[src/rtl/fseq_pkg.sv]
package fseq_pkg;
  typedef enum logic [2:0] {OP_NONE, OP_PROG, OP_ERASE, OP_SUSP, OP_PROG_SUSP} op_e;
  typedef enum logic [2:0] {ST_IDLE, ST_UNL1, ST_UNL2, ST_PDATA,
                            ST_ERA1, ST_ERA2, ST_ERA3, ST_BEXIT} step_e;
  localparam logic [7:0] C_UNL_A  = 8'hAA;
  localparam logic [7:0] C_UNL_B  = 8'h55;
  localparam logic [7:0] C_PROG   = 8'hA0;
  localparam logic [7:0] C_ERASE  = 8'h80;
  localparam logic [7:0] C_CONF   = 8'h30;
  localparam logic [7:0] C_BYP    = 8'h20;
  localparam logic [7:0] C_BEXIT  = 8'h90;
  localparam logic [7:0] C_SUSP   = 8'hB0;
endpackage

[src/rtl/fseq_cmd_decode.sv]
module fseq_cmd_decode import fseq_pkg::*; #(
  parameter int AW  = 5,
  parameter int SAW = 3,
  parameter int A1  = 'h15,
  parameter int A2  = 'h0A
) (
  input  logic           clk_i,
  input  logic           rst_ni,
  input  logic           wr_en_i,
  input  logic [AW-1:0]  addr_i,
  input  logic [7:0]     data_i,
  input  op_e            op_i,
  input  logic [SAW-1:0] susp_sect_i,
  output logic           prog_go_o,
  output logic           erase_go_o,
  output logic           susp_go_o,
  output logic           resume_go_o,
  output logic           bypass_o
);
  step_e step_q, step_d;
  logic  byp_q, byp_d;
  logic  hit1, hit2;

  assign hit1 = addr_i == AW'(A1);
  assign hit2 = addr_i == AW'(A2);
  assign bypass_o = byp_q;

  always_comb begin
    step_d = step_q;
    byp_d = byp_q;
    prog_go_o = 1'b0;
    erase_go_o = 1'b0;
    susp_go_o = 1'b0;
    resume_go_o = 1'b0;
    if (wr_en_i) begin
      step_d = ST_IDLE;
      if (op_i == OP_ERASE) begin
        susp_go_o = data_i == C_SUSP;
      end else if (op_i == OP_NONE || op_i == OP_SUSP) begin
        case (step_q)
          ST_IDLE:
            if (hit1 && data_i == C_UNL_A) step_d = ST_UNL1;
            else if (byp_q && data_i == C_PROG) step_d = ST_PDATA;
            else if (byp_q && data_i == C_BEXIT) step_d = ST_BEXIT;
            else if (op_i == OP_SUSP && data_i == C_CONF) resume_go_o = 1'b1;
          ST_UNL1: if (hit2 && data_i == C_UNL_B) step_d = ST_UNL2;
          ST_UNL2:
            if (hit1) begin
              if (data_i == C_PROG) step_d = ST_PDATA;
              else if (data_i == C_ERASE && op_i == OP_NONE) step_d = ST_ERA1;
              else if (data_i == C_BYP) byp_d = 1'b1;
            end
          // a program into the sector under a suspended erase is dropped
          ST_PDATA: prog_go_o = !(op_i == OP_SUSP && addr_i[AW-1 -: SAW] == susp_sect_i);
          ST_ERA1: if (hit1 && data_i == C_UNL_A) step_d = ST_ERA2;
          ST_ERA2: if (hit2 && data_i == C_UNL_B) step_d = ST_ERA3;
          ST_ERA3: erase_go_o = data_i == C_CONF;
          ST_BEXIT: if (data_i == 8'h00) byp_d = 1'b0;
          default: ;
        endcase
      end
    end
  end

  always_ff @(posedge clk_i or negedge rst_ni) begin
    if (!rst_ni) begin
      step_q <= ST_IDLE;
      byp_q <= 1'b0;
    end else begin
      step_q <= step_d;
      byp_q <= byp_d;
    end
  end
endmodule

[src/rtl/fseq_job_timer.sv]
module fseq_job_timer import fseq_pkg::*; #(
  parameter int PROG_CYCLES  = 8,
  parameter int ERASE_CYCLES = 16
) (
  input  logic clk_i,
  input  logic rst_ni,
  input  logic prog_go_i,
  input  logic erase_go_i,
  input  logic susp_go_i,
  input  logic resume_go_i,
  output op_e  op_o,
  output logic prog_done_o,
  output logic erase_done_o
);
  localparam int PCW = $clog2(PROG_CYCLES + 1);
  localparam int ECW = $clog2(ERASE_CYCLES + 1);

  op_e            op_q;
  logic [PCW-1:0] pcnt_q;
  logic [ECW-1:0] ecnt_q;

  assign op_o = op_q;
  assign prog_done_o = (op_q == OP_PROG || op_q == OP_PROG_SUSP) && pcnt_q == '0;
  assign erase_done_o = op_q == OP_ERASE && !susp_go_i && ecnt_q == '0;

  always_ff @(posedge clk_i or negedge rst_ni) begin
    if (!rst_ni) begin
      op_q <= OP_NONE;
      pcnt_q <= '0;
      ecnt_q <= '0;
    end else begin
      case (op_q)
        OP_NONE:
          if (prog_go_i) begin
            op_q <= OP_PROG;
            pcnt_q <= PCW'(PROG_CYCLES - 1);
          end else if (erase_go_i) begin
            op_q <= OP_ERASE;
            ecnt_q <= ECW'(ERASE_CYCLES - 1);
          end
        OP_PROG, OP_PROG_SUSP:
          if (pcnt_q == '0) op_q <= (op_q == OP_PROG) ? OP_NONE : OP_SUSP;
          else pcnt_q <= pcnt_q - 1'b1;
        OP_ERASE:
          if (susp_go_i) op_q <= OP_SUSP;
          else if (ecnt_q == '0) op_q <= OP_NONE;
          else ecnt_q <= ecnt_q - 1'b1;
        OP_SUSP:
          if (resume_go_i) op_q <= OP_ERASE;
          else if (prog_go_i) begin
            op_q <= OP_PROG_SUSP;
            pcnt_q <= PCW'(PROG_CYCLES - 1);
          end
        default: op_q <= OP_NONE;
      endcase
    end
  end
endmodule

[src/rtl/fseq_array.sv]
module fseq_array import fseq_pkg::*; #(
  parameter int BANKS = 4,
  parameter int SECTS = 2,
  parameter int WORDS = 4,
  parameter int DW    = 8,
  localparam int BW    = $clog2(BANKS),
  localparam int SAW   = BW + $clog2(SECTS),
  localparam int AW    = SAW + $clog2(WORDS),
  localparam int DEPTH = BANKS * SECTS * WORDS
) (
  input  logic           clk_i,
  input  logic           rst_ni,
  input  op_e            op_i,
  input  logic           busy_i,
  input  logic           prog_go_i,
  input  logic           erase_go_i,
  input  logic           prog_done_i,
  input  logic           erase_done_i,
  input  logic [AW-1:0]  wr_addr_i,
  input  logic [DW-1:0]  wr_data_i,
  input  logic           rd_en_i,
  input  logic [AW-1:0]  rd_addr_i,
  output logic [DW-1:0]  rd_data_o,
  output logic [SAW-1:0] esect_o,
  output logic           rd_hit_o
);
  logic [DEPTH-1:0][DW-1:0] mem;
  logic [AW-1:0]  paddr_q;
  logic [DW-1:0]  pdata_q, status, rdata_q;
  logic [SAW-1:0] esect_q;
  logic [BW-1:0]  busy_bank;
  logic           tog_q;

  for (genvar g = 0; g < DEPTH; g++) begin : g_word
    localparam int SEC = g / WORDS;
    logic [DW-1:0] word_q;
    always_ff @(posedge clk_i) begin
      if (erase_done_i && esect_q == SAW'(SEC)) word_q <= '1;
      else if (prog_done_i && paddr_q == AW'(g)) word_q <= word_q & pdata_q;
    end
    assign mem[g] = word_q;
  end

  assign busy_bank = (op_i == OP_ERASE) ? esect_q[SAW-1 -: BW] : paddr_q[AW-1 -: BW];
  assign rd_hit_o = rd_en_i && busy_i && rd_addr_i[AW-1 -: BW] == busy_bank;
  assign esect_o = esect_q;
  assign rd_data_o = rdata_q;

  always_comb begin
    status = '0;
    status[7] = (op_i == OP_ERASE) ? 1'b0 : ~pdata_q[7];
    status[6] = tog_q;
    status[2] = (op_i == OP_ERASE) & tog_q;
  end

  always_ff @(posedge clk_i or negedge rst_ni) begin
    if (!rst_ni) begin
      paddr_q <= '0;
      pdata_q <= '0;
      esect_q <= '0;
      tog_q <= 1'b0;
      rdata_q <= '0;
    end else begin
      if (prog_go_i) begin
        paddr_q <= wr_addr_i;
        pdata_q <= wr_data_i;
      end
      if (erase_go_i) esect_q <= wr_addr_i[AW-1 -: SAW];
      if (prog_go_i || erase_go_i) tog_q <= 1'b0;
      else if (rd_hit_o) tog_q <= ~tog_q;
      if (rd_en_i) rdata_q <= rd_hit_o ? status : mem[rd_addr_i];
    end
  end
endmodule

[src/rtl/flash_dual_op_seq.sv]
module flash_dual_op_seq import fseq_pkg::*; #(
  parameter int BANKS        = 4,
  parameter int SECTS        = 2,
  parameter int WORDS        = 4,
  parameter int DW           = 8,
  parameter int PROG_CYCLES  = 8,
  parameter int ERASE_CYCLES = 16,
  parameter int UNLOCK_A1    = 'h15,
  parameter int UNLOCK_A2    = 'h0A,
  localparam int SAW = $clog2(BANKS) + $clog2(SECTS),
  localparam int AW  = SAW + $clog2(WORDS)
) (
  input  logic          clk_i,
  input  logic          rst_ni,
  input  logic          wr_en_i,
  input  logic [AW-1:0] wr_addr_i,
  input  logic [DW-1:0] wr_data_i,
  input  logic          rd_en_i,
  input  logic [AW-1:0] rd_addr_i,
  output logic [DW-1:0] rd_data_o,
  output logic          ready_o
);
  op_e            op;
  logic           prog_go, erase_go, susp_go, resume_go, bypass;
  logic           prog_done, erase_done, job_go, rd_hit;
  logic [SAW-1:0] esect;

  assign ready_o = !(op == OP_PROG || op == OP_ERASE || op == OP_PROG_SUSP);
  assign job_go = prog_go | erase_go;

  fseq_cmd_decode #(.AW(AW), .SAW(SAW), .A1(UNLOCK_A1), .A2(UNLOCK_A2)) u_dec (
    .clk_i, .rst_ni, .wr_en_i, .addr_i(wr_addr_i), .data_i(wr_data_i[7:0]),
    .op_i(op), .susp_sect_i(esect), .prog_go_o(prog_go), .erase_go_o(erase_go),
    .susp_go_o(susp_go), .resume_go_o(resume_go), .bypass_o(bypass)
  );

  fseq_job_timer #(.PROG_CYCLES(PROG_CYCLES), .ERASE_CYCLES(ERASE_CYCLES)) u_tmr (
    .clk_i, .rst_ni, .prog_go_i(prog_go), .erase_go_i(erase_go),
    .susp_go_i(susp_go), .resume_go_i(resume_go), .op_o(op),
    .prog_done_o(prog_done), .erase_done_o(erase_done)
  );

  fseq_array #(.BANKS(BANKS), .SECTS(SECTS), .WORDS(WORDS), .DW(DW)) u_arr (
    .clk_i, .rst_ni, .op_i(op), .busy_i(!ready_o), .prog_go_i(prog_go),
    .erase_go_i(erase_go), .prog_done_i(prog_done), .erase_done_i(erase_done),
    .wr_addr_i, .wr_data_i, .rd_en_i, .rd_addr_i, .rd_data_o,
    .esect_o(esect), .rd_hit_o(rd_hit)
  );
endmodule

[config.mk]
export PLATFORM = sky130hd
export DESIGN_NAME = flash_dual_op_seq
export DESIGN_NICKNAME = d
export VERILOG_FILES = /design/src/rtl/fseq_pkg.sv /design/src/rtl/fseq_cmd_decode.sv /design/src/rtl/fseq_job_timer.sv /design/src/rtl/fseq_array.sv /design/src/rtl/flash_dual_op_seq.sv
export SDC_FILE = /design/constraint.sdc
export NUM_CORES = 1
export LEC_CHECK = 0
export ABC_AREA = 1
export BUFFER_PORTS_ARGS = -buffer_cell sky130_fd_sc_hd__buf_2
export CORE_ASPECT_RATIO = 0.5
export CORE_UTILIZATION = 45
export DETAILED_ROUTE_END_ITERATION = 12
export SLEW_MARGIN = 15
export SYNTH_ARGS = -nofsm -noshare
export SYNTH_HDL_FRONTEND = slang
export SYNTH_SLANG_ARGS = --single-unit
[constraint.sdc]
create_clock -name clk_i -period 2.5 [get_ports clk_i]
set_input_delay 0.375 -clock clk_i [delete_from_list [all_inputs] [get_ports clk_i]]
set_output_delay 0.375 -clock clk_i [all_outputs]
set_load 0.01 [all_outputs]
==> impl_metrics.env, run 1 <==
export IMPL_multiInputGateArea_mm2=0.00601
export IMPL_outcome="completed"
export IMPL_min_path_type="input port to flop"
export IMPL_ys_ff_latch=297
export IMPL_ctsHoldBuffers=1
export IMPL_cts_repair_resized=0
export IMPL_track_usage_pct=26.0
export IMPL_post_route_min_period_ns=2.27
export IMPL_seq_area_mm2=0.00615
export IMPL_antenna_found_initial=0
export IMPL_htreeDepth=1
export IMPL_tritoncts="yes"
export IMPL_cp_arrival_ns=1.90
export IMPL_routed_wl_um=38400
export IMPL_drtIter0Drc=1212
export IMPL_syn_area_per_cell_um2=7.22
export IMPL_cts_sinks=297
export IMPL_grt_setup_unrepaired="false"
export IMPL_drt_met1_wl_um=18300
export IMPL_cts_buffer_depth=3
export IMPL_fin_nets=1805
export IMPL_power_density_mw_per_mm2=699
export IMPL_peakVddDrop_v=0.000441
export IMPL_synth_edf_count=0
export IMPL_dp_hpwl_um=24800
export IMPL_area_growth_pct=11.1
export IMPL_p_leak_nw=6.47
export IMPL_highest_layer="met4"
export IMPL_layout_cells_non_filler=2181
export IMPL_grt_max_degree=99
export IMPL_wire_per_inst_um=17.6
export IMPL_num_vias=12200
export IMPL_min_from="wr_data_i[0]"
export IMPL_clkSlewWorstSetupHoldPaths_ns=0.07
export IMPL_ys_async_sr_fraction_pct=13.8
export IMPL_dr_pass1_iters=8
export IMPL_min_path_cells=3
export IMPL_period_share_pct=90.8
export IMPL_path_max_fanout=9
export IMPL_max_freq_mhz=440
export IMPL_pin_count=31
export IMPL_endpoint_kind="output port"
export IMPL_gp_congestion=0.867
export IMPL_fp_dieW_um=242
export IMPL_finalInstanceArea_mm2=0.0144
export IMPL_hold_viol_final=0
export IMPL_slew_violations=0
export IMPL_final_antenna_net_count=0
export IMPL_worstSetupStartpointType="flop"
export IMPL_dpl_instance_area_mm2=0.0135
export IMPL_post_cts_buffers=0
export IMPL_worstSkewPairLatency_ns=0.56
export IMPL_synth_warnings=0
export IMPL_synthFlopType="dfxtp_1"
export IMPL_fin_skew_ns=0.0245
export IMPL_timing_rr_start="u_tmr.op_o[2]$_DFFE_PN0P_"
export IMPL_wl_met2_um=16400
export IMPL_dr_wl_met3_um=2980
export IMPL_nFillCells=2699
export IMPL_required_ns=2.12
export IMPL_yosys_area_top_type="dfxtp_1"
export IMPL_dp_cells=2131
export IMPL_ctsRootBufferMaster="clkbuf_16"
export IMPL_tightest_slew_ns=0.973
export IMPL_rows=43
export IMPL_critical_path_class="flop to output port"
export IMPL_yosysSeqAreaShare_pct=47.5
export IMPL_fp_dieH_um=122
export IMPL_syn_nets=1818
export IMPL_syn_area_mm2=0.0129
export IMPL_synth_cell_types=35
export IMPL_reg2regPathDepth=11
export IMPL_synth_area_top_cells="dfxtp_1, nand2_1, o21ai_0, nand3_1, dfrtp_1"
export IMPL_relSlewSlack_pct=35.1
export IMPL_drc=0
export IMPL_cts_buffers=27
export IMPL_netlist_instances=1792
export IMPL_drv_cap=0
export IMPL_grt_pass1_vias=11000
export IMPL_grt_pass1_wl_um=60900
export IMPL_grt_overflow=0
export IMPL_setup_viol=0
export IMPL_vias_per_cell=5.59
export IMPL_initial_core_util_pct=46.3
export IMPL_core_area_mm2=0.0280
export IMPL_diodes=0
export IMPL_port_buffers=30
export IMPL_netlist_area_leader_share_pct=39.6
export IMPL_drive_above_1_share_pct=8.28
export IMPL_startpoint="u_tmr.op_o[2]$_DFFE_PN0P_"
export IMPL_tns_ns=0
export IMPL_dieArea_mm2=0.0295
-- cell usage in the layout, fill, tap and decap left out, types with 10 or more instances in the layout --
cell / instances
o21ai_0: 299
a21oi_1: 15
buf_2: 29
o21ai_1: 12
nand3_1: 232
nand4_2: 18
clkbuf_16: 28
clkinv_2: 10
nand2_1: 584
nand4_1: 16
o211ai_1: 15
buf_12: 12
dfxtp_1: 256
inv_1: 74
dfrtp_1: 41
nor2_1: 77
buf_4: 26
-- critical path: stages (launching register included) --
cell	delay, ns
dfrtp_1	0.42
nor2_2	0.25
nand2_1	0.15
buf_4	0.21
nand3_1	0.14
inv_1	0.05
buf_2	0.13
-- area by class of cell --
type,instances,area share [%]
clock inverter,11,0.435
timing repair buffer,68,4.11
sequential,297,42.8
inverter,81,2.12
clock buffer,38,5.48
tap,382,3.32
multi-input combinational,1304,41.8
-- power by group --
group          total (mW)  leakage, nW  internal, mW  switching, mW
clock                4.07        0.431          2.20           1.87
sequential           4.91         2.60          4.83         0.0799
combinational        1.07         3.44         0.346          0.723
-- state kept, by name (all words and copies together), names as in the netlist --
register	count
u_arr.rd_data_o	8
u_arr.g_word.word_q	256
u_arr.pdata_q	8
u_dec.step_q	3
u_tmr.pcnt_q	4
u_arr.esect_o	3
u_arr.tog_q	1
u_tmr.op_o	3
u_dec.bypass_o	1
u_arr.paddr_q	5
u_tmr.ecnt_q	5
-- cells in the mapped netlist, types with 8 or more instances --
| master | number |
|---|---|
| dfrtp_1 | 41 |
| o21ai_1 | 12 |
| nand4_1 | 16 |
| o21ai_0 | 299 |
| nand3_1 | 232 |
| inv_1 | 74 |
| nand4_2 | 18 |
| nand2_1 | 584 |
| buf_1 | 8 |
| o211ai_1 | 15 |
| a21oi_1 | 15 |
| nor2_1 | 77 |
| dfxtp_1 | 256 |
| clkbuf_1 | 64 |
| buf_2 | 34 |
-- cell families (layout without fill, tap and decap cells) --
kind of cell | count (synthesis) | count (layout) | synth area share, %
DFF | 297 | 297 | 47.5
adders and majority gates | 4 | 4 | 0.387
and+or+nand+nor | 949 | 949 | 32.0
xor gates and xnor gates | 3 | 3 | 0.203
AOI/OAI and AO/OA | 348 | 348 | 13.9
buffers and inverters | 191 | 198 | 6.04
-- layer usage --
metal / vias to the layer above / GRT usage, %
met5: - / 0
met4: 0 / 5.70
met3: 53 / 4.76
met2: 431 / 39.9
met1: 5802 / 38.0
li1: 5895 / -
-- metrics by stage --
step	hold WS (ns)	utilization, %	setup WS, ns	total power, mW
after floorplan	0.0794	-	0.817	5.73
after global placement	0.442	48.3	0.364	6.05
after detailed placement	0.446	48.3	0.339	6.07
after CTS	0.0450	51.4	0.208	10.1
after global routing	0.0517	51.4	0.132	10.5
final	0.0569	51.4	0.229	10.0
-- final timing paths --
path	to	slack, ns
worst max-delay path	ready_o	0.23
worst min-delay path	u_arr.pdata_q[0]$_DFFE_PN0P_	0.06
worst max register to register	u_tmr.op_o[1]$_DFFE_PN0P_	0.33
worst min register to register	u_arr.g_word[31].word_q[6]$_SDFFE_PP1P_	0.46
max in group asynchronous	u_arr.pdata_q[2]$_DFFE_PN0P_	1.35
min in group asynchronous	u_tmr.op_o[2]$_DFFE_PN0P_	0.54
No activity file was read; power rests on OpenSTA's default activity.
==> inputs of run 2 (changes only) <==
--- a/config.mk
+++ b/config.mk
@@ -5,7 +5,6 @@
 export SDC_FILE = /design/constraint.sdc
 export NUM_CORES = 1
 export LEC_CHECK = 0
-export ABC_AREA = 1
 export BUFFER_PORTS_ARGS = -buffer_cell sky130_fd_sc_hd__buf_2
 export CORE_ASPECT_RATIO = 0.5
 export CORE_UTILIZATION = 45
==> run 2 against run 1 <==
Effect of this change: the flow now finishes with violations (setup timing); sequential share of layout area rose by 1.2 points; critical path depth rose by 3; area after synthesis fell by 5.3%; clock power rose by 1%; final area fell by 2.6%; die area fell by 5.2%; clock skew rose by 0.00085 ns; cell count fell by 25%; register-to-register slack got worse by 0.35 ns; total power fell by 1.9%; critical endpoint is now u_arr.g_word[13].word_q[4]$_SDFFE_PP1P_.
==> impl_metrics.env, run 2 <==
export IMPL_regMostFlops="u_arr.g_word.word_q"
export IMPL_clkSlewWorstSetupHoldPaths_ns=0.07
export IMPL_grt_overflow=0
export IMPL_min_path_type="input port to flop"
export IMPL_syn_area_per_cell_um2=9.89
export IMPL_fp_dieH_um=119
export IMPL_synth_warnings=0
export IMPL_post_synth_most_frequent_cells="nand2_1, o21ai_0, dfxtp_1, mux4_2, clkbuf_1"
export IMPL_max_freq_mhz=396
export IMPL_fin_ws_ns=-0.0236
export IMPL_grt_setup_unrepaired="true"
export IMPL_netlist_instances=1240
export IMPL_port_buffers=30
export IMPL_yosys_area_top_type="dfxtp_1"
export IMPL_power_density_mw_per_mm2=704
export IMPL_ctsRootBufferMaster="clkbuf_16"
export IMPL_tritoncts="yes"
export IMPL_post_route_min_period_ns=2.52
export IMPL_critical_path_class="flop to flop"
export IMPL_fin_skew_ns=0.0253
export IMPL_met1_usage_pct=36.4
export IMPL_top_usage_layer="met1"
export IMPL_synth_edf_count=0
export IMPL_cts_sinks=297
export IMPL_tns_ns=-0.136
export IMPL_finalInstanceArea_mm2=0.0140
export IMPL_drc=0
export IMPL_relSlewSlack_pct=23.6
export IMPL_p_leak_nw=5.07
export IMPL_initial_core_util_pct=46.1
export IMPL_hold_viol_final=0
export IMPL_slew_violations=0
export IMPL_synth_area_top_cells="dfxtp_1, mux4_2, o21ai_0, nand2_1, dfrtp_1"
export IMPL_area_growth_pct=14.3
export IMPL_wire_per_inst_um=20.9
export IMPL_num_vias=9630
export IMPL_cp_arrival_ns=2.95
export IMPL_peakVddDrop_v=0.000494
export IMPL_final_antenna_net_count=0
export IMPL_drive_above_1_share_pct=19.9
export IMPL_diodes=0
export IMPL_routed_wl_um=34300
export IMPL_grt_util_met2_pct=36.2
export IMPL_worstSkewPairLatency_ns=0.57
export IMPL_ys_ff_latch=297
export IMPL_netlist_area_leader_share_pct=41.8
export IMPL_grt_pass1_wl_um=53000
export IMPL_track_usage_pct=24.6
export IMPL_gp_congestion=0.872
export IMPL_htreeDepth=1
export IMPL_syn_area_mm2=0.0123
export IMPL_violations="setup timing"
export IMPL_cts_buffers=28
export IMPL_yosysSeqAreaShare_pct=50.2
export IMPL_layout_cells_non_filler=1640
export IMPL_fin_util_pct=52.7
export IMPL_tightest_slew_ns=1.15
export IMPL_grt_pass1_vias=8963
export IMPL_dr_pass1_iters=5
export IMPL_pin_count=31
export IMPL_outcome="finished with violations"
export IMPL_dpl_instance_area_mm2=0.0130
export IMPL_antenna_found_initial=0
export IMPL_worstSetupStartpointType="flop"
export IMPL_drv_cap=0
export IMPL_fp_dieW_um=235
export IMPL_syn_nets=1266
export IMPL_dp_hpwl_um=22800
export IMPL_rows=42
export IMPL_dp_cells=1589
export IMPL_gr_usage_met3_pct=5.58
export IMPL_grt_max_degree=43
export IMPL_fin_nets=1295
export IMPL_ys_async_sr_fraction_pct=13.8
export IMPL_yosysMostFrequentCell="nand2_1"
export IMPL_path_max_fanout=8
export IMPL_setup_viol=8
export IMPL_dieArea_mm2=0.0279
export IMPL_core_area_mm2=0.0266
export IMPL_drtIter0Drc=1129
export IMPL_required_ns=2.93
export IMPL_synthFlopType="dfxtp_1"
export IMPL_nFillCells=2376
export IMPL_period_share_pct=101
export IMPL_synth_cell_types=64
export IMPL_final_common_cell="nand2_1"
export IMPL_cts_buffer_depth=3
export IMPL_final_cell_mix="nand2_1, o21ai_0, dfxtp_1"
export IMPL_largest_register_ffs=256
export IMPL_vias_per_cell=5.87
export IMPL_endpoint_kind="flop"
-- run 2: cell count changes after synthesis, moves of 18 or more --
cell / delta
nand2_1: -276
nor2_1: -57
mux4_2: +76
nand3_1: -215
inv_1: -66
o21ai_0: -33
nand4_2: -18
-- run 2: report_power, final --
part           leakage [nW]  switching [mW]  internal, mW
clock                 0.423            1.83          2.29
combinational          2.07           0.464         0.332
sequential             2.58           0.115          4.82
-- run 2: layer usage --
metal | wire (µm) | part of all wire [%] | vias to the layer above
met1 | 15800 | 46 | 4803
met5 | 0 | 0 | -
met4 | 734 | 2.1 | 0
met2 | 14900 | 43 | 347
met3 | 2800 | 8.2 | 46
li1 | - | - | 4434
-- run 2: cells by family (layout without fill, tap and decap cells) --
kind of cell               Yosys count  in the layout  share of synthesized area [%]
xor gates and xnor gates            11             11                          0.847
and+or+nand+nor                    411            411                           14.8
adders and majority gates            4              4                          0.408
buffers and inverters               96            144                           3.40
muxes                              104            104                           16.6
DFF                                297            297                           50.2
AOI/OAI and AO/OA                  317            317                           13.8
-- run 2: area by class of cell --
class / instances / area [µm²] / area share [%]
Clock buffer: 45 / 836 / 5.97
Sequential cell: 297 / 6150 / 43.9
Inverter: 10 / 37.5 / 0.268
Timing Repair Buffer: 85 / 693 / 4.95
Tap cell: 352 / 440 / 3.14
Clock inverter: 4 / 40.0 / 0.286
Multi-Input combinational cell: 847 / 5810 / 41.5
-- run 2: final timing paths --
kind / start / end / slack [ns] / depth (start not counted)
max in group asynchronous: rst_ni / u_dec.step_q[1]$_DFFE_PN0P_ / 1.48 / 3
min in group asynchronous: rst_ni / u_arr.rd_data_o[6]$_DFFE_PN0P_ / 0.30 / 2
min: wr_en_i / u_dec.step_q[0]$_DFFE_PN0P_ / 0.11 / 2
max reg2reg: u_tmr.pcnt_q[0]$_DFFE_PN0P_ / u_arr.g_word[13].word_q[4]$_SDFFE_PP1P_ / -0.02 / 9
max: u_tmr.pcnt_q[0]$_DFFE_PN0P_ / u_arr.g_word[13].word_q[4]$_SDFFE_PP1P_ / -0.02 / 9
min reg2reg: u_arr.g_word[19].word_q[5]$_SDFFE_PP1P_ / u_arr.g_word[19].word_q[5]$_SDFFE_PP1P_ / 0.46 / 2
-- run 2: stage by stage --
step,worst slack [ns],total power [mW],hold WS (ns)
after global routing,-0.184,10.2,0.0859
final,-0.0236,9.85,0.114
after floorplan,0.259,5.53,0.0794
after global placement,-0.00671,5.81,0.321
after CTS,-0.0403,9.91,0.0808
after detailed placement,-0.0407,5.83,0.333
-- run 2: critical path, stage by stage (launching register included) --
cell	delay (ns)
dfrtp_1	0.39
inv_1	0.11
ha_1	0.17
nor3b_1	0.19
buf_4	0.16
nand3_1	0.23
nor3_2	0.46
nand2_1	0.38
o21ai_0	0.25
nand2_1	0.07
-- run 2: what timing repair did --
item,4_1_cts,5_1_grt
hold buffers,1,0
setup buffers,0,1
gates resized for setup,2,38
endpoints found under the setup margin,11,202
hold endpoints to repair,18,0
